## src/rtl/qptr_pkg.sv

```systemverilog
// Package: shared constants and types for the queue pointer controller.
// Assumes 32-bit bus data and 18-bit pointer fields.
package qptr_pkg;
    localparam int DATA_W  = 32;
    localparam int PTR_W   = 18;
    localparam int LG_W    = 5;
    localparam int MAX_ADD = 63;
    localparam int LG_MIN  = 8;
    localparam int LG_MAX  = 18;
    localparam int WIN_W   = 11;   // 0x800-byte window per queue
    localparam int QIDX_W  = 8;    // queue index field width

    // Register selected inside a queue window
    typedef enum logic [2:0] {
        RK_NONE   = 3'd0,
        RK_ADD_RD = 3'd1,
        RK_ADD_WR = 3'd2,
        RK_STS_LO = 3'd3,
        RK_STS_HI = 3'd4,
        RK_CFG    = 3'd5
    } reg_kind_e;

    // Per-queue state as seen by the read path
    typedef struct packed {
        logic [PTR_W-1:0] rd;
        logic [PTR_W-1:0] wr;
        logic [LG_W-1:0]  lg;
        logic             ovf;
        logic             err;
    } qstat_t;
endpackage

```

## src/rtl/qptr_decode.sv

```systemverilog
// Module: qptr_decode
// Maps a bus byte address to a queue index and register kind.
// Assumes a single region marker value of 1 above the queue index bits
// (0x80000 for a 20-bit address); unmapped addresses yield RK_NONE.
module qptr_decode
    import qptr_pkg::*;
#(
    parameter int NUM_Q  = 4,
    parameter int ADDR_W = 20
) (
    input  logic [ADDR_W-1:0] addr,
    output logic [QIDX_W-1:0] qidx,
    output reg_kind_e         kind
);
    localparam int REGION_W = ADDR_W - WIN_W - QIDX_W;

    logic [REGION_W-1:0] region;
    logic [WIN_W-1:0]    offs;

    assign region = addr[ADDR_W-1 -: REGION_W];
    assign qidx   = addr[WIN_W +: QIDX_W];
    assign offs   = addr[WIN_W-1:0];

    // Purpose: classify the window offset when region and index are valid
    always_comb begin
        kind = RK_NONE;
        if (region == REGION_W'(1) && 32'(qidx) < NUM_Q) begin
            case (offs)
                11'h000: kind = RK_ADD_RD;
                11'h004: kind = RK_ADD_WR;
                11'h008: kind = RK_STS_LO;
                11'h00C: kind = RK_STS_HI;
                11'h010: kind = RK_CFG;
                default: kind = RK_NONE;
            endcase
        end
    end
endmodule

```

## src/rtl/qptr_queue.sv

```systemverilog
// Module: qptr_queue
// Holds one queue's pointers, log2 size and sticky flags. Pointers move
// only by bounded adds and wrap at the configured power-of-two size.
// Assumes at most one of the three enables is high in any cycle.
module qptr_queue
    import qptr_pkg::*;
(
    input  logic              clk,
    input  logic              rst_n,
    input  logic              add_rd_en,
    input  logic              add_wr_en,
    input  logic              cfg_en,
    input  logic [DATA_W-1:0] wdata,
    output qstat_t            stat,
    output logic              not_empty
);
    logic [PTR_W-1:0] rd_q, wr_q, mask, occ;
    logic [LG_W-1:0]  lg_q, lg_req;
    logic             ovf_q, err_q, add_ok, ovf_hit;
    logic [PTR_W:0]   occ_next;
    logic [PTR_W-1:0] add_val;

    assign mask     = PTR_W'((32'd1 << lg_q) - 32'd1);
    assign add_ok   = (wdata <= DATA_W'(MAX_ADD));
    assign add_val  = PTR_W'(wdata[5:0]);
    assign occ      = (wr_q - rd_q) & mask;
    assign occ_next = {1'b0, occ} + {1'b0, add_val};
    assign ovf_hit  = occ_next > {1'b0, mask};

    // Purpose: clamp the requested log2 size into the legal range
    always_comb begin
        lg_req = wdata[LG_W-1:0];
        if (lg_req < LG_W'(LG_MIN)) lg_req = LG_W'(LG_MIN);
        else if (lg_req > LG_W'(LG_MAX)) lg_req = LG_W'(LG_MAX);
    end

    // Purpose: update pointers, size and sticky flags
    always_ff @(posedge clk) begin
        if (!rst_n) begin
            rd_q  <= '0;
            wr_q  <= '0;
            lg_q  <= LG_W'(LG_MIN);
            ovf_q <= 1'b0;
            err_q <= 1'b0;
        end else if (cfg_en) begin
            lg_q  <= lg_req;
            rd_q  <= '0;
            wr_q  <= '0;
            ovf_q <= 1'b0;
            err_q <= 1'b0;
        end else begin
            if (add_wr_en) begin
                if (add_ok) begin
                    wr_q <= (wr_q + add_val) & mask;
                    if (ovf_hit) ovf_q <= 1'b1;
                end else begin
                    err_q <= 1'b1;
                end
            end
            if (add_rd_en) begin
                if (add_ok) rd_q  <= (rd_q + add_val) & mask;
                else        err_q <= 1'b1;
            end
        end
    end

    assign stat      = '{rd: rd_q, wr: wr_q, lg: lg_q, ovf: ovf_q, err: err_q};
    assign not_empty = (rd_q != wr_q);


    wr_add_chk: assert property (@(posedge clk) disable iff (!rst_n)
        (add_wr_en && add_ok) |=>
            wr_q == (($past(wr_q) + PTR_W'($past(wdata))) & $past(mask)));

    rd_add_chk: assert property (@(posedge clk) disable iff (!rst_n)
        (add_rd_en && add_ok) |=>
            rd_q == (($past(rd_q) + PTR_W'($past(wdata))) & $past(mask)));

    reject_hold_chk: assert property (@(posedge clk) disable iff (!rst_n)
        ((add_wr_en || add_rd_en) && !add_ok) |=>
            ($stable(wr_q) && $stable(rd_q) && err_q));

    err_sticky_chk: assert property (@(posedge clk) disable iff (!rst_n)
        (err_q && !cfg_en) |=> err_q);

    ovf_sticky_chk: assert property (@(posedge clk) disable iff (!rst_n)
        (ovf_q && !cfg_en) |=> ovf_q);

    ptr_range_chk: assert property (@(posedge clk) disable iff (!rst_n)
        ((wr_q & ~mask) == '0) && ((rd_q & ~mask) == '0)
        && lg_q >= LG_W'(LG_MIN) && lg_q <= LG_W'(LG_MAX));
endmodule

```

## src/rtl/qptr_ctrl.sv

```systemverilog
// Module: qptr_ctrl (top)
// Register-bus front end for NUM_Q queue pointer blocks: decodes
// accesses, fans out add/config strobes and registers read data.
// Assumes bus_wr and bus_rd are single-cycle strobes.
module qptr_ctrl
    import qptr_pkg::*;
#(
    parameter int NUM_Q  = 8,
    parameter int ADDR_W = 20
) (
    input  logic              clk,
    input  logic              rst_n,
    input  logic [ADDR_W-1:0] bus_addr,
    input  logic [DATA_W-1:0] bus_wdata,
    input  logic              bus_wr,
    input  logic              bus_rd,
    output logic [DATA_W-1:0] bus_rdata,
    output logic [NUM_Q-1:0]  q_not_empty
);
    logic [QIDX_W-1:0] qidx;
    reg_kind_e         kind;
    qstat_t            stat [NUM_Q];
    qstat_t            sel;
    logic [DATA_W-1:0] rd_next, rdata_q;

    qptr_decode #(.NUM_Q(NUM_Q), .ADDR_W(ADDR_W)) u_dec (
        .addr (bus_addr),
        .qidx (qidx),
        .kind (kind)
    );

    for (genvar i = 0; i < NUM_Q; i++) begin : g_q
        logic hit;
        assign hit = (qidx == QIDX_W'(i));
        qptr_queue u_q (
            .clk       (clk),
            .rst_n     (rst_n),
            .add_rd_en (bus_wr && hit && kind == RK_ADD_RD),
            .add_wr_en (bus_wr && hit && kind == RK_ADD_WR),
            .cfg_en    (bus_wr && hit && kind == RK_CFG),
            .wdata     (bus_wdata),
            .stat      (stat[i]),
            .not_empty (q_not_empty[i])
        );
    end

    // Purpose: pick the addressed queue's state
    always_comb begin
        sel = '0;
        for (int i = 0; i < NUM_Q; i++)
            if (qidx == QIDX_W'(i)) sel = stat[i];
    end

    // Purpose: format the addressed register for the read path
    always_comb begin
        rd_next = '0;
        case (kind)
            RK_STS_LO: rd_next = {(sel.rd == sel.wr), 13'd0, sel.rd};
            RK_STS_HI: rd_next = {sel.err, sel.ovf, 12'd0, sel.wr};
            RK_CFG:    rd_next = {27'd0, sel.lg};
            default:   rd_next = '0;
        endcase
    end

    // Purpose: register read data one cycle after the strobe
    always_ff @(posedge clk) begin
        if (!rst_n)      rdata_q <= '0;
        else if (bus_rd) rdata_q <= rd_next;
        else             rdata_q <= '0;
    end

    assign bus_rdata = rdata_q;


    rdata_idle_chk: assert property (@(posedge clk) disable iff (!rst_n)
        !bus_rd |=> bus_rdata == '0);

    unmapped_read_chk: assert property (@(posedge clk) disable iff (!rst_n)
        (bus_rd && kind == RK_NONE) |=> bus_rdata == '0);
endmodule

```

## config.mk

```make
export PLATFORM = sky130hd
export DESIGN_NAME = qptr_ctrl
export DESIGN_NICKNAME = d
export VERILOG_FILES = /design/src/rtl/qptr_pkg.sv /design/src/rtl/qptr_decode.sv /design/src/rtl/qptr_queue.sv /design/src/rtl/qptr_ctrl.sv
export SDC_FILE = /design/constraint.sdc
export NUM_CORES = 2
export LEC_CHECK = 0
export ABC_CLOCK_PERIOD_IN_PS = 13850
export CAP_MARGIN = 40
export CORE_ASPECT_RATIO = 2
export CORE_MARGIN = 3
export CORE_UTILIZATION = 41
export DETAILED_ROUTE_END_ITERATION = 6
export DONT_BUFFER_PORTS = 1
export SYNTH_ARGS = -nofsm -noshare
export SYNTH_HDL_FRONTEND = slang
export SYNTH_SLANG_ARGS = --single-unit
```

## constraint.sdc

```tcl
create_clock -name clk -period 13.85 [get_ports clk]
set_input_delay 1.385 -clock clk [delete_from_list [all_inputs] [get_ports clk]]
set_output_delay 1.385 -clock clk [all_outputs]
set_load 0.01 [all_outputs]
```

Word-level counts from Yosys, hierarchy flattened --
Cells that the tools add are included.
Word-level totals: register bits 376, input bits 56, output and inout port bits 40, logic and storage cells 264
Operators by class: add/subtract/negate cells 40, magnitude comparators 12, equal/unequal tests 25, shift operators 8, muxes and demuxes 45, bitwise operators 25, reductions and logical operators 68
Operator list (count):
- bitwise AND 18 bit | 24
- 2-to-1 mux 43 bit | 8
- adder 18 x 6 -> 18 bit | 16
- adder 18 x 6 -> 19 bit | 8
- > comparator 19 x 18 -> 1 bit | 8
- inequality test 18 bit | 8
- << shifter 1 x 5 -> 18 bit (first input constant) | 8
- subtractor 18 x 1 -> 18 bit (second input constant) | 8
- subtractor 18 bit | 8
- case mux 32 bit (3 select lines) | 1
- AND reduction 2 bit | 17
- logical AND 1 bit | 33
- equality test 8 x 3 -> 1 bit (second input constant) | 4
- less-or-equal comparator 32 x 6 -> 1 bit (second input constant) | 1
- 2-to-1 mux 1 bit | 32
- AND reduction 3 bit | 8
- equality test 11 x 4 -> 1 bit (second input constant) | 2
- equality test 18 bit | 1
- equality test 8 x 2 -> 1 bit (second input constant) | 2
- OR reduction 2 bit | 8
- case mux 3 bit (5 select lines) | 1
- equality test 11 x 3 -> 1 bit (second input constant) | 1
- equality test 11 x 5 -> 1 bit (second input constant) | 1
- logical NOT 11 bit | 1
- other kinds (11) | 14

Longest topological paths before layout --
depth after elaboration 11, mapped depth 28, mapped depth without buffers 26

Cells and area by module --
Synthesis repeated with hierarchy kept, for this count alone.
Unflattened totals: cell total of the unflattened synthesis 5229, area total of the unflattened synthesis 41202.0 um^2
By module, submodules not included:
- qptr_queue (g_q[0].u_q ...) | instances 5, cells each 598, area an instance 4642.0 um^2, sequential area each 860.8 um^2
- qptr_queue (g_q[7].u_q) | instances 1, cells each 590, area an instance 4588.2 um^2, sequential area each 860.8 um^2
- qptr_queue (g_q[1].u_q) | instances 1, cells each 589, area an instance 4578.1 um^2, sequential area each 860.8 um^2
- qptr_queue (g_q[2].u_q) | instances 1, cells each 604, area an instance 4573.1 um^2, sequential area each 860.8 um^2
- qptr_ctrl | instances 1, cells each 436, area an instance 4081.4 um^2, sequential area each 400.4 um^2
- qptr_decode | instances 1, cells each 20, area an instance 171.4 um^2, sequential area each 0.0 um^2

Worst setup path after synthesis --
OpenSTA, ideal clock, no wires.
kind reg2reg, from register g_q[2].u_q.lg_q[2], to register g_q[2].u_q.ovf_q, setup time 0.116 ns, arrival 5.300 ns, slack 8.434 ns, cell stages (with the launch flop) 25, path buffers 3, path through dfxtp_1 > clkbuf_1 > clkbuf_1 > nor2_1 > nand2_1 > ha_1 > buf_2 > xor2_1 > nor2_1 > ha_1 > a21o_1 > a21oi_1 > nand3b_1 > a21oi_1 > o21ai_0 > or4b_2 > nor4_2 > nand3_1 > xnor2_1 > ha_1 > nand3_1 > or3_1 > a31oi_1 > nor2_1 > a31o_2
On the way: cells in the longest elaborated chain, start to end 6
Ends and longest elaborated chain:
- start: declaration | line qptr_queue.sv:18 | logic [LG_W-1:0] lg_q, lg_req;
- start signal: assignment | line qptr_queue.sv:42 | lg_q <= LG_W'(LG_MIN);
- start signal: assignment | line qptr_queue.sv:46 | lg_q <= lg_req;
- << shifter 1 x 5 -> 18 bit (*) | line qptr_queue.sv:23 | assign mask = PTR_W'((32'd1 << lg_q) - 32'd1);
- subtractor 18 x 1 -> 18 bit (*) | line qptr_queue.sv:23
- bitwise AND 18 bit | line qptr_queue.sv:26 | assign occ = (wr_q - rd_q) & mask;
- adder 18 x 6 -> 19 bit | line qptr_queue.sv:27 | assign occ_next = {1'b0, occ} + {1'b0, add_val};
- > comparator 19 x 18 -> 1 bit (*) | line qptr_queue.sv:28 | assign ovf_hit = occ_next > {1'b0, mask};
- AND reduction 3 bit (no line) (*)
- end signal: assignment | line qptr_queue.sv:43 | ovf_q <= 1'b0;
- end signal: assignment | line qptr_queue.sv:49 | ovf_q <= 1'b0;
- end signal: assignment | line qptr_queue.sv:55 | if (ovf_hit) ovf_q <= 1'b1;
- end: declaration | line qptr_queue.sv:19 | logic ovf_q, err_q, add_ok, ovf_hit;
Mark *: on every way between the ends. The rest lies on a longest branch, timed or not. A chain may end at the register's enable or synchronous reset.

Worst setup path after layout --
from register g_q[2].u_q.lg_q[4], to register g_q[2].u_q.ovf_q
Same word-level chain as after synthesis.

==> impl_metrics.ini <==
[sta]
period_share_pct = 46.05
layout_setup_ws_ns = 7.473
final_max_slew_viol_count = 0
timing.setup.tns_ns = 0
rsz0062_at_grt = false
setup_violations = 0
relSlewSlack_pct = 36.11
fmax_ghz = 0.1568
finClkSkew_ns = 0.02449
hold_viol = 0
fin_crit_ns = 6.377
worst_pin_slew_ns = 0.9583

[logic_synthesis]
synth_seq_cells = 364
yosysWarnings = 0
syn_inst = 5088
synth_area_um2 = 39030
yosysMostFrequentCell = nor2_1
ys_async_sr_fraction_pct = 0
yosys.area.top_type = dfxtp_1
synth_flop_cell = dfxtp_1
synth_edf_count = 0
yosys.area.top_type_share_pct = 18.67
synth_area_leaders = dfxtp_1 (19%), ha_1 (14%), xnor2_1 (6.4%)
synth_common_cells = nor2_1 (493), a21oi_1 (473), ha_1 (432)
synth.avg_cell_area_um2 = 7.671
synth_seq_area_share_pct = 18.67
synth.distinct_cells = 101

[floorplanning]
die_w_um = 224.2
initial_core_util_pct = 41.48
coreArea_um2 = 94100
io-pin-count = 96
dieArea_um2 = 99150
placementRows = 159
dieHeight_um = 442.3

[pwr]
switchingPower_w = 0.0006073
switching_share_pct = 25.31
power_frac_comb_pct = 4.7
pwr-share-clk_pct = 51.7
p_per_area_nw_per_um2 = 57.73
seq_power_share_pct = 43.6
p_int_w = 0.001792
leakage_nw = 16.15
p_total_w = 0.002400
ir_drop_mv = 0.06601

[setup_path]
arrival_ns = 6.87
crit_path_frequent_cell = nor2_1
required_ns = 14.35
critPathSlowestCell = or4b_2
endpoint_kind = flop
cpPeakStageDelay_ns = 0.76
start_kind = flop
reg2reg_from = g_q[2].u_q.lg_q[4]$_SDFFE_PN0P_
r2r_cells = 24
rrSetupSlack_ns = 7.47
worstSetupPathType = flop to flop
cp_max_fo = 15
critical_path.cell_chain = or2_2 -> nor2_1 -> nand2_1 -> ha_1 -> xor2_1 -> nor2_1 -> ha_1 -> a21o_1 -> a21oi_1 -> nand3b_1 -> a21oi_1 -> o21ai_0 -> or4b_2 -> nor4_2 -> nand3_1 -> xnor2_1 -> ha_1 -> nand3_1 -> nor2_1 -> a211oi_1 -> o31ai_1 -> a31oi_1 -> nor2_1 -> a31o_2
rr_endpoint = g_q[2].u_q.ovf_q$_SDFFE_PP0P_

[clock_tree]
cts_made_buffers = 40
cts.sinks = 364
cts_tree = done
clk_latency_ns = 0.61
cts_hold_buffers = 0
cts_setup_buffers = 0
cts_resized = 0
clkTransAtPathRegs_ns = 0.07
root_buffer = clkbuf_16
clockBufferDepth = 3
htree_levels = 2

[final_layout]
drive_gt1_share_pct = 5.674
stdcell_area_um2 = 41570
area_delta_synth_final_pct = 6.501
multi_input_area_um2 = 29850
nNetsFinal = 5511
fin_util_pct = 44.17
nFillCells = 9527
regArea_um2 = 7287

[placement]
place_hpwl_mm = 137.5
portBuffers = 0
place_ws_ns = 7.537
gp_routability_congestion = 1.011
placed_area_um2 = 40100

[route]
drc_errors = 0
finalWirelength_mm = 172.9
highest_layer = met5
vias_per_cell = 6.466
wire_per_inst_um = 27.72
detail-route-antenna-nets = 0
via_count = 40340
drtPass1Iterations = 6
wl_met1_mm = 52.86
drt_iter0_drc = 3185
wl_met3_mm = 9.956
wl_met2_mm = 85.49

[run]
cap_violations = 0

[grt]
grt_first_pass_wirelength_mm = 249.7
grt_pass1_vias = 39630
grt_usage_pct = 33.67
grt-ovfl-total = 0
grt_max_degree = 99
grt_antenna_before_repair = 9

[outcome]
status = finished, final reports clean

[min_path]
min_path_type = flop to flop
whs_path_depth = 2
## cells in the final DEF, fill, tap and decap left out, drive strengths merged, types with 140 or more instances in the layout
| cell | synthesis | layout |
|---|---|---|
| nor2 | 493 | 493 |
| a21oi | 473 | 473 |
| ha | 432 | 432 |
| nand2 | 414 | 414 |
| dfxtp | 364 | 364 |
| xnor2 | 287 | 287 |
| o21ai | 264 | 264 |
| inv | 253 | 259 |
| a211oi | 173 | 173 |
| nor3 | 167 | 167 |
| nand3 | 140 | 140 |
## routing by layer
metal	vias up	track usage, %
met3	886	5.488
li1	18430	-
met1	19120	29.60
met5	-	0
met2	1911	60.36
met4	2	38.36
## power by group through the flow
| stage | Sequential, W | Clock [W] | Combinational [W] |
|---|---|---|---|
| final | 0.00105 | 0.00124 | 0.000114 |
| after global routing | 0.00105 | 0.00128 | 0.000123 |
| after CTS | 0.00105 | 0.00125 | 0.000111 |
| after detailed placement | 0.00107 | 0 | 0.000110 |
| after global placement | 0.00107 | 0 | 0.000109 |
| after floorplan | 0.00107 | 0 | 0.000100 |
## sequential cells by signal, indices dropped and copies added, names as in the netlist, named ones only
signal,count
g_q.u_q.rd_q,144
g_q.u_q.lg_q,40
g_q.u_q.ovf_q,8
g_q.u_q.wr_q,144
bus_rdata,20
## cell type report
class                           instances  area share, %
Multi-Input combinational cell       4260          71.80
Inverter                              258          2.330
Sequential cell                       364          17.53
Clock buffer                           48          2.628
Clock inverter                         26         0.8248
Tap cell                             1207          3.633
Antenna cell                            9        0.05418
Timing Repair Buffer                   67          1.195
## through the flow
step / cells / hold WS (ns)
5_1_grt: 6230 / 0.5017
3_5_place_dp: 6154 / 0.4555
3_3_place_gp: 6148 / 0.4424
2_1_floorplan: 5099 / 0.4315
4_1_cts: 6228 / 0.4740
6_report: 6239 / 0.4855
## logic make-up after synthesis
kind of cell | synth area share, %
flip-flops | 18.67
XOR/XNOR | 9.111
adder cells (fa/ha/maj) | 15.49
other | 0.009608
multiplexers | 4.693
AND/OR/NAND/NOR | 23.91
buffers and inverters | 4.979
AO/OA/AOI/OAI | 23.13
## how the worst max path moves through the flow
stage                                    endpoint                            start  slack (ns)  depth (start not counted)
floorplan           g_q[2].u_q.ovf_q$_SDFFE_PP0P_  g_q[2].u_q.lg_q[2]$_SDFFE_PN0P_        8.43                         24
global placement    g_q[7].u_q.ovf_q$_SDFFE_PP0P_  g_q[7].u_q.lg_q[4]$_SDFFE_PN0P_        7.31                         23
detailed placement  g_q[2].u_q.ovf_q$_SDFFE_PP0P_  g_q[2].u_q.lg_q[4]$_SDFFE_PN0P_        7.54                         24
CTS                 g_q[2].u_q.ovf_q$_SDFFE_PP0P_  g_q[2].u_q.lg_q[4]$_SDFFE_PN0P_        7.50                         24
global route        g_q[4].u_q.ovf_q$_SDFFE_PP0P_  g_q[4].u_q.lg_q[2]$_SDFFE_PN0P_        6.98                         21
finish              g_q[2].u_q.ovf_q$_SDFFE_PP0P_  g_q[2].u_q.lg_q[4]$_SDFFE_PN0P_        7.47                         24
## critical path: cells and delay by family (launching register included)
family | cells | cell delay [ns]
simple gates | 11 | 2.92
flops | 1 | 0.45
compound gates | 8 | 1.21
fa+ha+maj | 3 | 1.04
xor+xnor | 2 | 0.63
(Power assumes the default switching activity.)
